==> src/rtl/bus_mode_pkg.sv <==
package bus_mode_pkg;
  localparam int MODE_W = 3;
  localparam int PIN_W  = 2;

  typedef enum logic [MODE_W-1:0] {
    MODE_ISA8     = 3'd0,
    MODE_ISA16    = 3'd1,
    MODE_PCMCIA   = 3'd2,
    MODE_M68_PEND = 3'd3,
    MODE_M68      = 3'd4
  } busMode_e;

  typedef enum logic [PIN_W-1:0] {
    PIN_ISA    = 2'd0,
    PIN_PCMCIA = 2'd1,
    PIN_M68    = 2'd2
  } pinFunc_e;

  // Strobe events handed from the datapath to the control
  typedef struct packed {
    logic bothLow;   // read and write strobes low together
    logic dsActive;  // read pin (data strobe) low
    logic rwLow;     // write pin (read/write line) low
  } strobeEvt_t;
endpackage

==> src/rtl/bus_mode_sync.sv <==
module bus_mode_sync #(
  parameter int STAGES = 2,
  parameter int WIDTH  = 3
) (
  input  logic             clk,
  input  logic             rstHi,
  input  logic [WIDTH-1:0] din,
  output logic [WIDTH-1:0] dout
);
  logic [WIDTH-1:0] pipe [STAGES];

  for (genvar g = 0; g < STAGES; g++) begin : gStage
    if (g == 0) begin : gFirst
      always_ff @(posedge clk) begin
        if (rstHi) pipe[g] <= '1;
        else       pipe[g] <= din;
      end
    end else begin : gNext
      always_ff @(posedge clk) begin
        if (rstHi) pipe[g] <= '1;
        else       pipe[g] <= pipe[g-1];
      end
    end
  end

  assign dout = pipe[STAGES-1];
endmodule

==> src/rtl/bus_mode_dp.sv <==
module bus_mode_dp
  import bus_mode_pkg::*;
#(
  parameter int SYNC_STAGES = 2
) (
  input  logic       clk,
  input  logic       rstHi,
  input  logic       aenPin,
  input  logic       iordNPin,
  input  logic       iowrNPin,
  input  busMode_e   mode,
  output strobeEvt_t evt,
  output pinFunc_e   pinFunc,
  output logic       m68AsN,
  output logic       m68DsN,
  output logic       m68RwN
);
  localparam int NSIG = 3;

  logic [NSIG-1:0] rawPins;
  logic [NSIG-1:0] syncPins;
  logic aenS, iordS, iowrS;

  assign rawPins = {aenPin, iordNPin, iowrNPin};

  bus_mode_sync #(.STAGES(SYNC_STAGES), .WIDTH(NSIG)) u_sync (
    .clk  (clk),
    .rstHi(rstHi),
    .din  (rawPins),
    .dout (syncPins)
  );

  assign {aenS, iordS, iowrS} = syncPins;

  always_comb begin
    evt.bothLow  = !iordS && !iowrS;
    evt.dsActive = !iordS;
    evt.rwLow    = !iowrS;
  end

  always_comb begin
    unique case (mode)
      MODE_PCMCIA:             pinFunc = PIN_PCMCIA;
      MODE_M68_PEND, MODE_M68: pinFunc = PIN_M68;
      default:                 pinFunc = PIN_ISA;
    endcase
  end

  assign m68AsN = (pinFunc == PIN_M68) ? aenS  : 1'b1;
  assign m68DsN = (pinFunc == PIN_M68) ? iordS : 1'b1;
  assign m68RwN = (pinFunc == PIN_M68) ? iowrS : 1'b1;
endmodule

==> src/rtl/bus_mode_fsm.sv <==
module bus_mode_fsm
  import bus_mode_pkg::*;
(
  input  logic       clk,
  input  logic       rstHi,
  input  logic       romNPin,
  input  logic       en16NPin,
  input  strobeEvt_t evt,
  output busMode_e   mode
);
  typedef enum logic [2:0] {
    ST_ISA8, ST_ISA16, ST_PCMCIA, ST_HOLD, ST_WAIT, ST_M68
  } state_e;

  state_e state, stateNxt, strapState;

  always_comb begin
    if (!romNPin)      strapState = ST_PCMCIA;
    else if (en16NPin) strapState = ST_ISA8;
    else               strapState = ST_ISA16;
  end

  always_comb begin
    stateNxt = state;
    unique case (state)
      ST_ISA16: if (evt.bothLow)   stateNxt = ST_HOLD;
      ST_HOLD:  if (!evt.dsActive) stateNxt = ST_WAIT;
      ST_WAIT:  if (evt.dsActive)  stateNxt = evt.rwLow ? ST_M68 : ST_ISA16;
      default:  stateNxt = state;
    endcase
  end

  always_ff @(posedge clk) begin
    if (rstHi) state <= strapState;
    else       state <= stateNxt;
  end

  always_comb begin
    unique case (state)
      ST_ISA8:          mode = MODE_ISA8;
      ST_PCMCIA:        mode = MODE_PCMCIA;
      ST_HOLD, ST_WAIT: mode = MODE_M68_PEND;
      ST_M68:           mode = MODE_M68;
      default:          mode = MODE_ISA16;
    endcase
  end
endmodule

==> src/rtl/bus_mode_ctl.sv <==
module bus_mode_ctl
  import bus_mode_pkg::*;
#(
  parameter int SYNC_STAGES = 2
) (
  input  logic                clk,
  input  logic                rstHi,
  input  logic                romNPin,
  input  logic                en16NPin,
  input  logic                aenPin,
  input  logic                iordNPin,
  input  logic                iowrNPin,
  output logic [MODE_W-1:0]   modeCode,
  output logic [PIN_W-1:0]    pinFunc,
  output logic                m68AsN,
  output logic                m68DsN,
  output logic                m68RwN
);
  strobeEvt_t evt;
  busMode_e   mode;
  pinFunc_e   pinSel;

  bus_mode_fsm u_fsm (
    .clk     (clk),
    .rstHi   (rstHi),
    .romNPin (romNPin),
    .en16NPin(en16NPin),
    .evt     (evt),
    .mode    (mode)
  );

  bus_mode_dp #(.SYNC_STAGES(SYNC_STAGES)) u_dp (
    .clk     (clk),
    .rstHi   (rstHi),
    .aenPin  (aenPin),
    .iordNPin(iordNPin),
    .iowrNPin(iowrNPin),
    .mode    (mode),
    .evt     (evt),
    .pinFunc (pinSel),
    .m68AsN  (m68AsN),
    .m68DsN  (m68DsN),
    .m68RwN  (m68RwN)
  );

  assign modeCode = mode;
  assign pinFunc  = pinSel;
endmodule

==> config.mk <==
export PLATFORM = sky130hd
export DESIGN_NAME = bus_mode_ctl
export DESIGN_NICKNAME = d
export VERILOG_FILES = /design/src/rtl/bus_mode_pkg.sv /design/src/rtl/bus_mode_sync.sv /design/src/rtl/bus_mode_dp.sv /design/src/rtl/bus_mode_fsm.sv /design/src/rtl/bus_mode_ctl.sv
export SDC_FILE = /design/constraint.sdc
export NUM_CORES = 1
export LEC_CHECK = 0
export CAP_MARGIN = 15
export CORE_MARGIN = 8
export CORE_UTILIZATION = 30
export CTS_CLUSTER_DIAMETER = 120
export DETAILED_ROUTE_END_ITERATION = 8
export DONT_BUFFER_PORTS = 1
export GPL_ROUTABILITY_DRIVEN = 0
export HOLD_SLACK_MARGIN = 0.02
export SYNTH_ARGS = -nofsm -noshare
export SYNTH_HDL_FRONTEND = slang
export SYNTH_HIERARCHICAL = 1
export SYNTH_SLANG_ARGS = --single-unit
==> constraint.sdc <==
create_clock -name clk -period 1.7 [get_ports clk]
set_input_delay 0 -clock clk [delete_from_list [all_inputs] [get_ports clk]]
set_output_delay 0 -clock clk [all_outputs]
set_load 0.02 [all_outputs]
-- Word level (Yosys, flattened, before mapping)
Memory sizes are Yosys's and may differ from the RTL's.
Index checks and enable logic that the tools add are counted.
- register bits: 3
- RAM bits: 6
- input port bits: 7
- output and inout port bits: 8
- memories: 1
- eq/ne operators: 12
- mux-type cells: 18
- bitwise gates (word level): 2
- reductions and logical operators: 8
- memory list (memory ; depth ; bits a word ; read ports ; clocked after Yosys merged registers in ; write ports ; line ; source):
    u_dp.u_sync.pipe ; 2 ; 3 ; 2 ; 0 ; 2 ; bus_mode_sync.sv:10 ; logic [WIDTH-1:0] pipe [STAGES];
- operator list (kind ; count):
    3-bit 2-to-1 mux ; 8
    3-bit by 2-bit == test with 1-bit output, second input constant ; 4
    3-bit case mux with 4 select lines ; 1
    3-bit == test, second input constant ; 3
    3-bit case mux with 3 select lines ; 1
    1-bit 2-to-1 mux ; 7
    3-bit inequality test, second input constant ; 2
    2-bit case mux with 2 select lines ; 1
    4-bit AND reduction ; 1
    4-bit nonzero test ; 1
    2-bit OR reduction ; 2
    3-bit by 1-bit == test with 1-bit output, second input constant ; 1
    3-bit zero test ; 1
    3-bit by 2-bit inequality test with 1-bit output, second input constant ; 1
    2-bit == test, second input constant ; 1
    1-bit zero test ; 2
    1-bit OR ; 2
    1-bit logical AND ; 1

-- Depth between registers and ports, before layout
- word-level depth: 8
- mapped depth: 5
- mapped depth without buffers: 4

-- By module
The synthesis kept the hierarchy.
- modules (own cells, without submodules) (module ; instances ; cells an instance ; area an instance (µm²) ; sequential area each (µm²)):
    bus_mode_fsm ; 1 ; 21 ; 224.0 ; 90.1
    bus_mode_sync ; 1 ; 12 ; 157.7 ; 120.1
    bus_mode_dp ; 1 ; 14 ; 107.6 ; 0.0

-- Least setup slack after synthesis
No wires, ideal clock.
- kind: reg-to-output
- start: register u_fsm.state[2]
- end: output port m68AsN
- arrival time: 1736 ps
- setup slack: -36 ps
- cell stages (with the launch flop): 5
- path buffers: 0
- cells stage by stage: edfxtp_1 and3b_2 nor2_1 nand2b_4 o31a_1
- cells in the longest elaborated chain, start to end: 8
- elaborated cells between the ends (all ways): 14
- RTL lines (element ; line ; source):
    from (decl) ; bus_mode_fsm.sv:15 ; state_e state, stateNxt, strapState;
    from (signal assigned) ; bus_mode_fsm.sv:34 ; if (rstHi) state <= strapState;
    from (signal assigned) ; bus_mode_fsm.sv:35 ; else state <= stateNxt;
    3-bit by 2-bit == test with 1-bit output or 3-bit == test (tied branches) ; bus_mode_fsm.sv:39 ; unique case (state)
    2-bit OR reduction ; bus_mode_fsm.sv:39 ;
    3-bit case mux with 4 select lines (*) ; bus_mode_fsm.sv:39 ;
    via modeCode[2] ; bus_mode_ctl.sv:13 ; output logic [MODE_W-1:0] modeCode,
    3-bit by 2-bit == test with 1-bit output or 3-bit == test (tied branches) ; bus_mode_dp.sv:42 ; unique case (mode)
    2-bit OR reduction ; bus_mode_dp.sv:42 ;
    2-bit case mux with 2 select lines (*) ; bus_mode_dp.sv:42 ;
    2-bit == test (*) ; bus_mode_dp.sv:49 ; assign m68AsN = (pinFunc == PIN_M68) ? aenS : 1'b1;
    1-bit 2-to-1 mux (*) ; bus_mode_dp.sv:49 ;
    to (decl) ; bus_mode_ctl.sv:15 ; output logic m68AsN,
Mark *: on every way through the listed nets, which the timed path passes. The rest lies on a longest branch.

-- Final worst setup path
- start: register u_fsm.state[1]
- end: output port m68DsN
- cells in the longest elaborated chain, start to end: 8
- elaborated cells between the ends (all ways): 14
- RTL lines (element ; line ; source):
    3-bit by 2-bit == test with 1-bit output or 3-bit == test (tied branches) ; bus_mode_fsm.sv:39 ;
    2-bit OR reduction ; bus_mode_fsm.sv:39 ;
    3-bit case mux with 4 select lines (*) ; bus_mode_fsm.sv:39 ;
    3-bit by 2-bit == test with 1-bit output or 3-bit == test (tied branches) ; bus_mode_dp.sv:42 ;
    2-bit OR reduction ; bus_mode_dp.sv:42 ;
    2-bit case mux with 2 select lines (*) ; bus_mode_dp.sv:42 ;
    2-bit == test (*) ; bus_mode_dp.sv:50 ; assign m68DsN = (pinFunc == PIN_M68) ? iordS : 1'b1;
    1-bit 2-to-1 mux (*) ; bus_mode_dp.sv:50 ;
    to (decl) ; bus_mode_ctl.sv:16 ; output logic m68DsN,
Mark *: on every way between the ends. The rest lies on a longest branch, timed or not.

==> impl_table.tex <==
\begin{tabular}{lr}
\hline
Metric & Value \\
\hline
\multicolumn{2}{l}{\textbf{Outcome}} \\
Outcome & completed \\
\multicolumn{2}{l}{\textbf{STA}} \\
Total count of max-transition violations in the final report & 0 \\
Worst-case hold slack & $\sim$0.032 ns \\
Final worst slack & 0.118 ns \\
Actual slew at the worst max-slew pin & about 0.27 ns \\
Worst clock skew & $\sim$0.0031 ns \\
Number of setup violations in the final report & 0 \\
Min Tclk post-route & between 1.5 and 2 ns \\
Number of endpoints with negative hold slack in the final report & 0 \\
Slew Limit Headroom & about four fifths \\
Fmax & 0.632 GHz \\
Period utilisation layout & between 90\% and 100\% \\
Setup repair after global routing missed its margin & true \\
\multicolumn{2}{l}{\textbf{GRT}} \\
GRT Total Usage & under 10\% \\
Overflow after GRT & 0 \\
Number of global-route vias before repair & approximately 360 \\
Pin count of the biggest net entering global routing & 11 \\
Number of antenna violations at the first check in global routing & 0 \\
Wire length of the first global-routing pass & 1590 um \\
\multicolumn{2}{l}{\textbf{Setup path}} \\
Critical path class & reg -> out \\
Worst Setup Start Kind & flip-flop \\
Crit path required time & roughly 1.7 ns \\
Depth of the worst register-to-register path & 2 \\
Total number of cells along the worst setup path & 4 \\
CP cell instances & and3b\_2, buf\_6, nand4bb\_1, o31a\_1 \\
Highest fanout seen on the critical path & 7 \\
Worst Setup SP & u\_fsm/state[1] \\
Endpoint arrival time on the critical path & about 1.6 ns \\
Family with the most delay on the worst path & flip-flops \\
Startpoint of the lowest-slack register-to-register path & u\_fsm/state[1] \\
CP max-delay cell & edfxtp\_1 \\
Crit path buf inv count & 1 \\
Peak per-stage delay on the critical path & 0.45 ns \\
Critical path endpoint category & primary output \\
\multicolumn{2}{l}{\textbf{CTS}} \\
Clock Tree Root & clkbuf\_4 \\
Source-to-sink clock delay at the later pin of the worst-skew pair & about 0.25 ns \\
Clock tree buffer depth & 2 \\
Number of buffers created by CTS & 3 \\
Sink Count & 9 \\
Clock tree from TritonCTS & done \\
Clock Pin Slew Worst Setup and Hold Paths & about 0.060 ns \\
Depth of the CTS H-tree & 1 \\
\multicolumn{2}{l}{\textbf{Synthesis}} \\
Synthesized Nets & 54 \\
Post-synth top flop & dfxtp\_1 \\
Sequential-to-total area share from yosys stat & a little over two fifths \\
Main area contributors after synthesis & dfxtp\_1, edfxtp\_1, or2\_1, nand4bb\_1, o31a\_1 \\
Library cells used by synthesis & 23 \\
Flop and latch count out of synthesis & 9 \\
Number of enable flip-flop cells after synthesis & 3 \\
Gate Count Post-Synth & between 40 and 50 \\
Syn avg cell area & approximately 10 um2 \\
Asr flop ratio synth & 0\% \\
Area share of the leading cell type in the synthesized netlist & between 20 and 25\% \\
Netlist area before placement & roughly 490 um2 \\
Area leader, netlist & dfxtp\_1 \\
Synth warnings & 6 \\
\multicolumn{2}{l}{\textbf{Floorplan}} \\
Row count & 14 \\
Die Y-Extent & 56.4 um \\
Initial cell density of the core & between 30 and 40\% \\
Total I/O pin count & 15 \\
Core area & 0.00152 mm2 \\
Die Outline Area & about 0.0032 mm2 \\
DIE WIDTH & approximately 56 um \\
\multicolumn{2}{l}{\textbf{Worst hold path}} \\
Startpoint of the tightest hold check path & romNPin \\
Cells on Worst Hold Path & 2 \\
Path class of the lowest-slack min-delay path & in -> reg \\
\multicolumn{2}{l}{\textbf{Detailed routing}} \\
Residual DRC & 0 \\
Remaining number of nets flagged by the antenna check after routing & 0 \\
Detailed Route WL & between 900 and 1000 um \\
Average detailed-routed wire length per instance & about 12 um \\
Routed vias & approximately 400 \\
DR pass1 iterations & 2 \\
DR iter-0 viols & 5 \\
Vias per inst & slightly above 5 \\
\multicolumn{2}{l}{\textbf{Placement}} \\
Placed wire-length estimate & just under 700 um \\
PortBufs & 0 \\
Number of cells after detailed placement & 67 \\
DP Worst Slack & 0.271 ns \\
Post-DP Area & 544 um2 \\
\multicolumn{2}{l}{\textbf{Final layout}} \\
Antenna fix cells & 0 \\
Final instance area & around 660 um2 \\
Count of nets after finishing & 71 \\
Fraction of layout instances using a drive strength above 1 & roughly 25\% \\
Most frequent standard cell in the layout excluding fill and tap cells & dlygate4sd3\_1 \\
Fill cell instance count of the final layout & about 140 \\
Synth-to-layout area growth & 35.8\% \\
Multi-input gate area & around 270 um2 \\
Register cell area after layout & $\sim$210 um2 \\
Fin cells & around 80 \\
Most frequent cells in the layout & dlygate4sd3\_1, or2\_1, dfxtp\_1 \\
\multicolumn{2}{l}{\textbf{Power}} \\
Peak supply drop & about 0.56 mV \\
Power per cell area & around 840 mW/mm2 \\
Post-layout total power & 0.558 mW \\
Leak Pwr & between 0.2 and 0.3 nW \\
\multicolumn{2}{l}{\textbf{Flow run}} \\
Max Cap Violations & 0 \\
\hline
\end{tabular}
==> per-stage QoR <==
step	util (%)	setup TNS, ns
2_1_floorplan	-	0
3_3_place_gp	35.7	0
3_5_place_dp	35.7	0
4_1_cts	42.1	0
5_1_grt	43.6	-0.0103
6_report	43.6	0
==> logic make-up (layout without fill, tap and decap cells) <==
kind of cell | Yosys count | after routing | synth area share (%)
and+or+nand+nor | 23 | 23 | 36.8
AOI/OAI and AO/OA | 9 | 9 | 15.3
buffers and inverters | 6 | 22 | 4.86
DFF | 9 | 9 | 43.0
==> final timing paths <==
path	slack, ns	endpoint
worst max register to register	0.27	u_fsm/state[0]
worst max-delay path	0.12	m68DsN
worst min register to register	0.40	u_dp/u_sync/pipe[1][2]
worst min-delay path	0.03	u_fsm/state[0]
==> where the power goes <==
group	leakage, nW	switching [mW]	total (mW)	internal, mW
registers	0.0801	0.0136	0.254	0.240
logic	0.178	0.0749	0.149	0.0738
clock network	0.0150	0.0656	0.156	0.0899
total	0.273	0.154	0.558	0.404
==> area by class of cell <==
type,count,share of cell area (%)
Tap cell,16,3.01
Sequential cell,9,31.6
Inverter,5,2.82
Multi-Input combinational cell,32,40.7
Timing Repair Buffer,13,17.9
Clock buffer,4,3.95
==> registers in the layout (all words and copies together) (netlist names) <==
register,count
u_dp/u_sync/pipe,6
u_fsm/state,3
==> timing repair <==
item / in CTS / in global routing
pin swaps: 0 / 0
buffers inserted: 0 / 1
resized for setup: 1 / 3
hold endpoints to repair: 12 / 0
hold buffers: 7 / 0
endpoints found under the setup margin: 1 / 5
gates cloned: 0 / 0
==> cell usage after synthesis, types with 2 or more instances <==
| master | number |
|---|---|
| dfxtp_1 | 6 |
| edfxtp_1 | 3 |
| inv_1 | 5 |
| nand2_1 | 2 |
| nand4bb_1 | 3 |
| nor2_1 | 3 |
| o22ai_1 | 2 |
| o31a_1 | 3 |
| or2_1 | 6 |
==> layer usage <==
metal,GRT usage (%),share of wire [%],up-vias
met2,10.6,50,13
met4,0,0,0
met5,0,0,-
met3,4.94,8.7,0
li1,-,-,204
met1,5.91,42,184
(Power assumes the default switching activity.)
